[config.mk]
export PLATFORM = sky130hd
export DESIGN_NAME = uart_rx_brk
export DESIGN_NICKNAME = d
export VERILOG_FILES = /design/src/rtl/uart_rx_pkg.sv /design/src/rtl/uart_rx_deframe.sv /design/src/rtl/uart_rx_store.sv /design/src/rtl/uart_rx_brk.sv
export SDC_FILE = /design/constraint.sdc
export NUM_CORES = 1
export LEC_CHECK = 0
export ABC_CLOCK_PERIOD_IN_PS = 3600
export BUFFER_PORTS_ARGS = -buffer_cell sky130_fd_sc_hd__buf_2
export CAP_MARGIN = 20
export CORE_MARGIN = 4
export CORE_UTILIZATION = 56
export DETAILED_ROUTE_END_ITERATION = 6
export GPL_TIMING_DRIVEN = 0
export PLACE_DENSITY = 0.84
export SYNTH_ARGS = -nofsm -noshare
export SYNTH_HDL_FRONTEND = slang
export SYNTH_HIERARCHICAL = 1
export SYNTH_SLANG_ARGS = --single-unit
[constraint.sdc]
create_clock -name clk -period 3.6 [get_ports clk]
set_input_delay 0.72 -clock clk [delete_from_list [all_inputs] [get_ports clk]]
set_output_delay 0.72 -clock clk [all_outputs]
set_load 0.005 [all_outputs]
[src/rtl/uart_rx_pkg.sv]
package uart_rx_pkg;

   typedef struct packed {
      logic [7:0] data;
      logic       perr;
      logic       ferr;
      logic       brk;
   } rx_char_t;

   typedef enum logic [2:0] {
      RX_IDLE,
      RX_START,
      RX_DATA,
      RX_PAR,
      RX_STOP,
      RX_BRK,
      RX_REARM
   } rx_state_t;

   function automatic logic char_has_err(input rx_char_t c);
      return c.perr | c.ferr | c.brk;
   endfunction

endpackage

[src/rtl/uart_rx_deframe.sv]
module uart_rx_deframe
   import uart_rx_pkg::*;
#(
   parameter int OVS = 16
) (
   input  logic       clk,
   input  logic       rst_n,
   input  logic       tick,
   input  logic       sin,
   input  logic [1:0] word_len,
   input  logic       par_en,
   input  logic       par_even,
   input  logic       stop2,
   output logic       char_vld,
   output rx_char_t   char_out
);

   localparam int CW = $clog2(2 * OVS);
   localparam logic [CW-1:0] MID     = CW'(OVS / 2 - 1);
   localparam logic [CW-1:0] LAST    = CW'(OVS - 1);
   localparam logic [CW-1:0] BRK_ONE = CW'(OVS / 2 - 1);
   localparam logic [CW-1:0] BRK_TWO = CW'(OVS / 2 + OVS - 1);

   rx_state_t      st;
   logic [CW-1:0]  cnt;
   logic [2:0]     bidx;
   logic [7:0]     shreg;
   logic           perr_q;
   logic           allz;
   logic [2:0]     last_idx;
   logic [CW-1:0]  brk_end;
   logic           ones;

   assign last_idx = 3'(word_len) + 3'd4;
   assign brk_end  = stop2 ? BRK_TWO : BRK_ONE;
   assign ones     = (^shreg) ^ sin;

   always_ff @(posedge clk) begin
      if (!rst_n) begin
         st       <= RX_IDLE;
         cnt      <= '0;
         bidx     <= '0;
         shreg    <= '0;
         perr_q   <= 1'b0;
         allz     <= 1'b0;
         char_vld <= 1'b0;
         char_out <= '0;
      end else begin
         char_vld <= 1'b0;
         if (tick) begin
            unique case (st)
               RX_IDLE: begin
                  if (!sin) begin
                     st  <= RX_START;
                     cnt <= '0;
                  end
               end
               RX_START: begin
                  if (cnt == MID) begin
                     cnt <= '0;
                     if (!sin) begin
                        st     <= RX_DATA;
                        bidx   <= '0;
                        shreg  <= '0;
                        perr_q <= 1'b0;
                        allz   <= 1'b1;
                     end else begin
                        st <= RX_IDLE;
                     end
                  end else begin
                     cnt <= cnt + 1'b1;
                  end
               end
               RX_DATA: begin
                  if (cnt == LAST) begin
                     cnt         <= '0;
                     shreg[bidx] <= sin;
                     allz        <= allz & ~sin;
                     if (bidx == last_idx) st <= par_en ? RX_PAR : RX_STOP;
                     else                  bidx <= bidx + 1'b1;
                  end else begin
                     cnt <= cnt + 1'b1;
                  end
               end
               RX_PAR: begin
                  if (cnt == LAST) begin
                     cnt    <= '0;
                     perr_q <= par_even ? ones : ~ones;
                     allz   <= allz & ~sin;
                     st     <= RX_STOP;
                  end else begin
                     cnt <= cnt + 1'b1;
                  end
               end
               RX_STOP: begin
                  if (cnt == LAST) begin
                     cnt <= '0;
                     if (sin) begin
                        char_vld <= 1'b1;
                        char_out <= '{data: shreg, perr: perr_q, ferr: 1'b0, brk: 1'b0};
                        st       <= RX_IDLE;
                     end else if (allz) begin
                        st <= RX_BRK;
                     end else begin
                        char_vld <= 1'b1;
                        char_out <= '{data: shreg, perr: perr_q, ferr: 1'b1, brk: 1'b0};
                        st       <= RX_IDLE;
                     end
                  end else begin
                     cnt <= cnt + 1'b1;
                  end
               end
               RX_BRK: begin
                  if (sin) begin
                     char_vld <= 1'b1;
                     char_out <= '{data: shreg, perr: perr_q, ferr: 1'b1, brk: 1'b0};
                     st       <= RX_IDLE;
                  end else if (cnt == brk_end) begin
                     char_vld <= 1'b1;
                     char_out <= '{data: 8'h00, perr: 1'b0, ferr: 1'b0, brk: 1'b1};
                     cnt      <= '0;
                     st       <= RX_REARM;
                  end else begin
                     cnt <= cnt + 1'b1;
                  end
               end
               RX_REARM: begin
                  if (!sin)              cnt <= '0;
                  else if (cnt != '0)    st  <= RX_IDLE;
                  else                   cnt <= cnt + 1'b1;
               end
               default: st <= RX_IDLE;
            endcase
         end
      end
   end

endmodule

[src/rtl/uart_rx_store.sv]
module uart_rx_store
   import uart_rx_pkg::*;
#(
   parameter int DEPTH = 16
) (
   input  logic     clk,
   input  logic     rst_n,
   input  logic     flush,
   input  logic     deep,
   input  logic     push,
   input  rx_char_t wentry,
   input  logic     pop,
   output rx_char_t head,
   output logic     empty,
   output logic     full,
   output logic     err_any,
   output logic     push_ok,
   output logic     pop_ok
);

   localparam int AW = $clog2(DEPTH);
   localparam int CW = AW + 1;

   rx_char_t       mem [DEPTH];
   logic [AW-1:0]  wptr, rptr;
   logic [CW-1:0]  cnt, ecnt, cap;

   assign cap     = deep ? CW'(DEPTH) : CW'(1);
   assign empty   = (cnt == '0);
   assign full    = (cnt >= cap);
   assign push_ok = push & ~full;
   assign pop_ok  = pop & ~empty;
   assign head    = mem[rptr];
   assign err_any = (ecnt != '0);

   for (genvar g = 0; g < DEPTH; g++) begin : g_slot
      always_ff @(posedge clk) begin
         if (push_ok && wptr == AW'(g)) mem[g] <= wentry;
      end
   end

   always_ff @(posedge clk) begin
      if (!rst_n || flush) begin
         wptr <= '0;
         rptr <= '0;
         cnt  <= '0;
         ecnt <= '0;
      end else begin
         if (push_ok) wptr <= wptr + 1'b1;
         if (pop_ok)  rptr <= rptr + 1'b1;
         cnt  <= cnt + CW'(push_ok) - CW'(pop_ok);
         ecnt <= ecnt + CW'(push_ok && char_has_err(wentry))
                      - CW'(pop_ok && char_has_err(head));
      end
   end

endmodule

[src/rtl/uart_rx_brk.sv]
module uart_rx_brk
   import uart_rx_pkg::*;
#(
   parameter int OVS   = 16,
   parameter int DEPTH = 16
) (
   input  logic       clk,
   input  logic       rst_n,
   input  logic       sin,
   input  logic       tick,
   input  logic [1:0] word_len,
   input  logic       par_en,
   input  logic       par_even,
   input  logic       stop2,
   input  logic       fifo_en,
   input  logic       rls_ie,
   input  logic       rd_rbr,
   input  logic       rd_lsr,
   output logic [7:0] rbr_data,
   output logic [7:0] status,
   output logic       irq_rls
);

   if (OVS < 4 || (OVS % 2) != 0) begin : g_bad_ovs
      $error("OVS must be even and at least 4");
   end
   if (DEPTH < 2 || (DEPTH & (DEPTH - 1)) != 0) begin : g_bad_depth
      $error("DEPTH must be a power of two, at least 2");
   end

   logic     char_vld;
   rx_char_t char_in, head;
   logic     empty, full, err_any, push_ok, pop_ok;
   logic     fifo_en_q, flush, head_chg;
   logic     ovr_q, seen_q, err7_q, show;

   uart_rx_deframe #(.OVS(OVS)) u_deframe (
      .clk      (clk),
      .rst_n    (rst_n),
      .tick     (tick),
      .sin      (sin),
      .word_len (word_len),
      .par_en   (par_en),
      .par_even (par_even),
      .stop2    (stop2),
      .char_vld (char_vld),
      .char_out (char_in)
   );

   uart_rx_store #(.DEPTH(DEPTH)) u_store (
      .clk     (clk),
      .rst_n   (rst_n),
      .flush   (flush),
      .deep    (fifo_en),
      .push    (char_vld),
      .wentry  (char_in),
      .pop     (rd_rbr),
      .head    (head),
      .empty   (empty),
      .full    (full),
      .err_any (err_any),
      .push_ok (push_ok),
      .pop_ok  (pop_ok)
   );

   assign flush    = fifo_en ^ fifo_en_q;
   assign head_chg = pop_ok | (push_ok & empty);

   always_ff @(posedge clk) begin
      if (!rst_n) begin
         fifo_en_q <= 1'b0;
         ovr_q     <= 1'b0;
         seen_q    <= 1'b0;
         err7_q    <= 1'b0;
      end else begin
         fifo_en_q <= fifo_en;
         if (char_vld && full)  ovr_q <= 1'b1;
         else if (rd_lsr)       ovr_q <= 1'b0;
         if (head_chg || flush) seen_q <= 1'b0;
         else if (rd_lsr)       seen_q <= 1'b1;
         if (flush)                                            err7_q <= 1'b0;
         else if (push_ok && fifo_en && char_has_err(char_in)) err7_q <= 1'b1;
         else if (rd_lsr)                                      err7_q <= err_any;
      end
   end

   assign show     = ~empty & ~seen_q;
   assign rbr_data = empty ? 8'h00 : head.data;
   assign status   = {err7_q & fifo_en, 2'b00,
                      head.brk & show, head.ferr & show, head.perr & show,
                      ovr_q, ~empty};
   assign irq_rls  = rls_ie & (|status[4:1]);

endmodule

== Word-level counts from Yosys, hierarchy flattened ==
Memories as Yosys holds them, arrays and structs flattened. A register that Yosys moved wholly into a read port is not among the register bits.
Cells that the tools add are included.
Operators by class
  $add $sub $neg: 9
  $lt $le $gt $ge: 3
  equal/unequal tests: 40
  multiplexer cells: 142
  bitwise gates (word level): 23
  reductions and logical operators: 66
Operators by type and width (number)
  $mux 11: 20
  $reduce_or 11->1: 15
  $mux 4: 17
  $mux 1: 64
  $mux 3: 17
  $mux 5: 9
  $eq 4x4->1 const B: 8
  $mux 8: 4
  $pmux 5 s5: 1
  $reduce_and 5->1: 5
  $logic_and 1x1->1: 22
  $pmux 11 s2: 1
  $pmux 3 s7: 1
  $eq 4x3->1 const B: 4
  $pmux 8 s2: 1
  $reduce_bool 5->1: 3
  $ne 2x1->1 const B: 7
  $reduce_bool 2->1: 6
  $add 5x1->5: 2
  $and 1x1->1: 10
  $ne 2x2->1 const B: 5
  $reduce_and 10->1: 1
  $sub 5x1->5: 2
  $eq 3x3->1 const B: 3
  other kinds (36): 55
Word-level totals
  register bits: 55
  bits in writable memories: 176
  memories: 1
Memories
  u_store.mem: words 16, width 11, rd ports 1, clocked after memory_dff 1, write ports 1, line uart_rx_store.sv:24  | rx_char_t mem [DEPTH];

== Longest topological paths before layout ==
  depth after elaboration: 23
  gate-level depth with buffers: 17
  mapped depth without buffers: 16

== Cells and area by module ==
The synthesis kept the hierarchy.
By module, submodules not included
  uart_rx_store: times used 1, cells each 408, area an instance 8036.5 um^2, sequential area each 5725.5 um^2
  uart_rx_deframe: times used 1, cells each 271, area an instance 2123.3 um^2, sequential area each 660.6 um^2
  uart_rx_brk: times used 1, cells each 37, area an instance 309.0 um^2, sequential area each 80.1 um^2

== Worst setup path after synthesis ==
OpenSTA, ideal clock, no wires.
  path type: in2reg
  from: in fifo_en
  to: reg u_store.ecnt[4]
  data arrival time: 3.364 ns
  required time: 3.530 ns
  setup slack: 0.167 ns
  stages: 17
  cells stage by stage: inv_1 ha_1 and3b_1 o41ai_1 and3b_1 buf_4 o31ai_1 ha_1 inv_1 ha_1 inv_1 fa_1 inv_1 a21oi_1 nor2_1 or3_1 a21oi_1
Between the ends
  longest elaborated chain between the ends: 7
  elaborated cells between the ends (all ways): 9
  classes of those cells: add/sub (2); order compare (1); mux (1); bitwise (3); reduce/logical (2)
Ends and longest elaborated chain
  start, declared: line uart_rx_brk.sv:15  | input logic fifo_en,
  $mux 5: line uart_rx_store.sv:28  | assign cap = deep ? CW'(DEPTH) : CW'(1);
  $ge 5x5->1: line uart_rx_store.sv:30  | assign full = (cnt >= cap);
  $not 1->1: line uart_rx_store.sv:31  | assign push_ok = push & ~full;
  $and 1x1->1: line uart_rx_store.sv:31
  net push_ok: line uart_rx_brk.sv:33  | logic empty, full, err_any, push_ok, pop_ok;
  $logic_and 1x1->1: line uart_rx_store.sv:52  | ecnt <= ecnt + CW'(push_ok && char_has_err(wentry))
  $add 5x1->5: line uart_rx_store.sv:52
  $sub 5x1->5: line uart_rx_store.sv:53  | - CW'(pop_ok && char_has_err(head));
  end signal, assigned: line uart_rx_store.sv:52
  end, declared: line uart_rx_store.sv:26  | logic [CW-1:0] cnt, ecnt, cap;
The timed path passes the listed nets, and every way through them passes these cells.
A chain may end at the register's enable or synchronous reset.

==> flow_summary.json <==
{
  "fin_crit_sh": 0.950,
  "nets": 817,
  "final_common_cell": "edfxtp_1",
  "clkSinkCount": 235,
  "final_util": 0.647,
  "hold_start": "u_deframe/perr_q",
  "postCtsSetupRepairBufs": 0,
  "rsz0062_at_grt": "false",
  "p_sw_mw": 1.81,
  "grt-ovfl-total": 0,
  "p_per_area_nw_per_um2": 587,
  "swShare": 0.262,
  "end_kind": "flip-flop",
  "ios": 30,
  "cpPeakStageDelay_ns": 0.55,
  "yosys_warnings": 6,
  "hold_depth": 2,
  "synthArstFlopShare": 0,
  "antenna_found_initial": 1,
  "cts_root_buf": "clkbuf_16",
  "tightest_slew_ns": 0.827,
  "syn-cell-area_sq_um": 10500,
  "setup_viol": 0,
  "synth_cell_type_count": 68,
  "cp_common_cell": "inv_1",
  "grt_pass1_wl_microns": 33800,
  "first_global_vias": 6034,
  "maxCapViolCount": 0,
  "ant_nets": 0,
  "hold_violations": 0,
  "pwr-share-comb": 0.202,
  "antenna_cells": 0,
  "htree_levels": 1,
  "avgSynthCellArea_sq_um": 14.6,
  "hold_slack_ns": 0.467,
  "worstRegToRegCells": 15,
  "cts_buffers": 24,
  "drc": 0,
  "required_ns": 4.05,
  "drt-wirelength-per-cell_microns": 21.0,
  "critical_path_arrival_ns": 3.87,
  "worstSetupPathType": "flip-flop to flip-flop",
  "slew_headroom": 0.448,
  "crit_chain": "clkbuf_4 -> mux4_2 -> a22oi_1 -> nand3_1 -> o31a_1 -> ha_1 -> inv_1 -> ha_1 -> inv_1 -> fa_1 -> inv_1 -> a21oi_1 -> nor2_1 -> or3_1 -> a21oi_1",
  "start_util": 0.577,
  "yosysSeqAreaShare": 0.618,
  "hpwl_microns": 13900,
  "status": "finished clean",
  "wl_microns": 21400,
  "critPathSlowestCell": "dfxtp_1",
  "clkTransAtPathRegs_ns": 0.06,
  "vdd_drop_max_uv": 374,
  "r2r-end": "u_store/ecnt[4]",
  "rows": 49,
  "period_minus_slack_ns": 3.42,
  "p_clk_frac": 0.362,
  "ys.flop_type": "edfxtp_1",
  "worstHoldEndpoint": "u_deframe/perr_q",
  "cts_buffer_depth": 3,
  "die_y_microns": 145,
  "slew_violations": 0,
  "clock_skew_ns": 0.0264,
  "reg2reg_slack_ns": 0.18,
  "max_freq_ghz": 0.292,
  "grt_max_degree": 20,
  "power.internal_mw": 5.08,
  "ys_seq_elements": 235,
  "synth_edf_count": 176,
  "drtIter0Drc": 518,
  "start_kind": "flip-flop",
  "port_buffers": 27,
  "seqPwrFrac": 0.436,
  "cp_max_fo": 10,
  "coreArea_sq_um": 18100,
  "leakage_nw": 3.90,
  "fp.dieArea_sq_um": 20900,
  "cts_tree": "built",
  "nFillCells": 1247,
  "grt_use_total": 0.211,
  "syn_inst": 716,
  "die_w_microns": 145,
  "avgViaCountPerCell": 6.06,
  "area_growth_pct": 12.2,
  "holdCritPathClass": "flip-flop to flip-flop",
  "vias": 6182,
  "final_cell_mix": "edfxtp_1, dfxtp_1, mux4_2, nor2_1, inv_1",
  "drive_above_1_share": 0.176,
  "first_pass_iters": 5,
  "gp_congestion": 0.907,
  "clk-insertion-delay-late_ns": 0.52
}
power by group through the flow:
stage | combinational, mW | clock (mW) | sequential, mW
3_3_place_gp | 1.34 | 0 | 3.06
3_5_place_dp | 1.37 | 0 | 3.06
4_1_cts | 1.38 | 2.53 | 3.00
6_report | 1.39 | 2.49 | 3.01
5_1_grt | 1.55 | 2.66 | 3.01
2_1_floorplan | 0.975 | 0 | 3.04
state kept, by name, indices dropped and copies added (netlist names), named ones only:
signal	flops
u_deframe/st	3
u_deframe/shreg	8
u_deframe/char_vld	1
u_deframe/char_out	11
ovr_q	1
u_deframe/bidx	3
u_store/rptr	4
u_store/cnt	5
fifo_en_q	1
u_deframe/allz	1
u_store/mem	176
u_deframe/perr_q	1
err7_q	1
u_deframe/cnt	5
seen_q	1
u_store/ecnt	5
u_store/wptr	4
routing by layer:
layer	part of all wire	global-route usage	up-vias	wire length (microns)
li1	-	-	2851	-
met1	0.40	0.280	3032	8520
met2	0.51	0.359	248	10800
met3	0.071	0.0388	49	1510
met4	0.025	0.0604	2	542
met5	0.00061	0	-	13
worst max-delay path, delay by kind of cell (launching register included):
family	cells	cell delay (ns)
DFF	1	0.55
AOI/OAI and AO/OA	4	0.76
and+or+nand+nor	3	0.58
buffers and inverters	4	0.50
muxes	1	0.35
adders and majority gates	3	0.61
metrics by stage:
step	total power, mW	std cells	instance area (sq um)	setup slack, ns	TNS [ns]
global route	7.23	1020	11700	0.0137	0
finish	6.89	1020	11700	0.181	0
CTS	6.92	1017	11700	0.125	0
floorplan	4.02	717	10500	0.167	0
global placement	4.40	973	10900	-0.227	-1.38
detailed placement	4.43	974	10900	-0.275	-3.04
worst max-delay path by stage:
| stage | to | slack [ns] | cells past startpoint |
|---|---|---|---|
| finish | u_store/ecnt[4] | 0.18 | 15 |
| detailed placement | u_store/ecnt[4] | -0.28 | 18 |
| CTS | irq_rls | 0.12 | 7 |
| floorplan | u_store/ecnt[4] | 0.17 | 17 |
| global route | u_store/ecnt[4] | 0.01 | 15 |
| global placement | u_store/ecnt[4] | -0.23 | 18 |
final cells by class:
type                            count  area (sq um)  share of cell area
Tap cell                          229           287              0.0244
Timing Repair Buffer               31           169              0.0144
Multi-Input combinational cell    408          3670               0.312
Clock buffer                       35           672              0.0572
Sequential cell                   235          6470               0.550
Inverter                           38           143              0.0121
Clock inverter                      9           131              0.0112
Buffer                             35           214              0.0182
synth_stat cells, drive strengths merged (4+ instances only):
| library cell | n | area, sq um |
|---|---|---|
| a21oi | 33 | 165 |
| a22oi | 5 | 42.5 |
| a31oi | 8 | 50.1 |
| and2 | 20 | 128 |
| buf | 18 | 144 |
| clkbuf | 18 | 67.6 |
| dfxtp | 59 | 1180 |
| edfxtp | 176 | 5290 |
| ha | 29 | 363 |
| inv | 38 | 143 |
| mux2i | 6 | 60.1 |
| mux4 | 52 | 1210 |
| nand2 | 31 | 119 |
| nand2b | 13 | 81.3 |
| nand3 | 18 | 95.1 |
| nand3b | 4 | 30.0 |
| nand4 | 5 | 31.3 |
| nor2 | 40 | 150 |
| nor2b | 16 | 100 |
| nor3 | 6 | 30.0 |
| nor3b | 5 | 37.5 |
| nor4 | 4 | 25.0 |
| o211ai | 10 | 75.1 |
| o21a | 4 | 30.0 |
| o21ai | 15 | 75.1 |
| o31ai | 5 | 42.5 |
| or3b | 11 | 96.4 |
| xnor2 | 14 | 123 |
| xor2 | 8 | 70.1 |
what timing repair did:
item,in CTS,in global routing
hold buffers,0,0
gates resized for setup,3,3
setup endpoints to repair,10,2
cloned,0,0
logic make-up after synthesis:
logic type | Yosys count | share of synthesized area
xor+xnor | 22 | 0.0184
fa+ha+maj | 31 | 0.0385
other cells | 1 | 0.000358
buf+inv | 74 | 0.0338
simple gates | 193 | 0.104
mux | 58 | 0.122
compound gates | 102 | 0.0653
flops | 235 | 0.618
(Power assumes the default switching activity.)
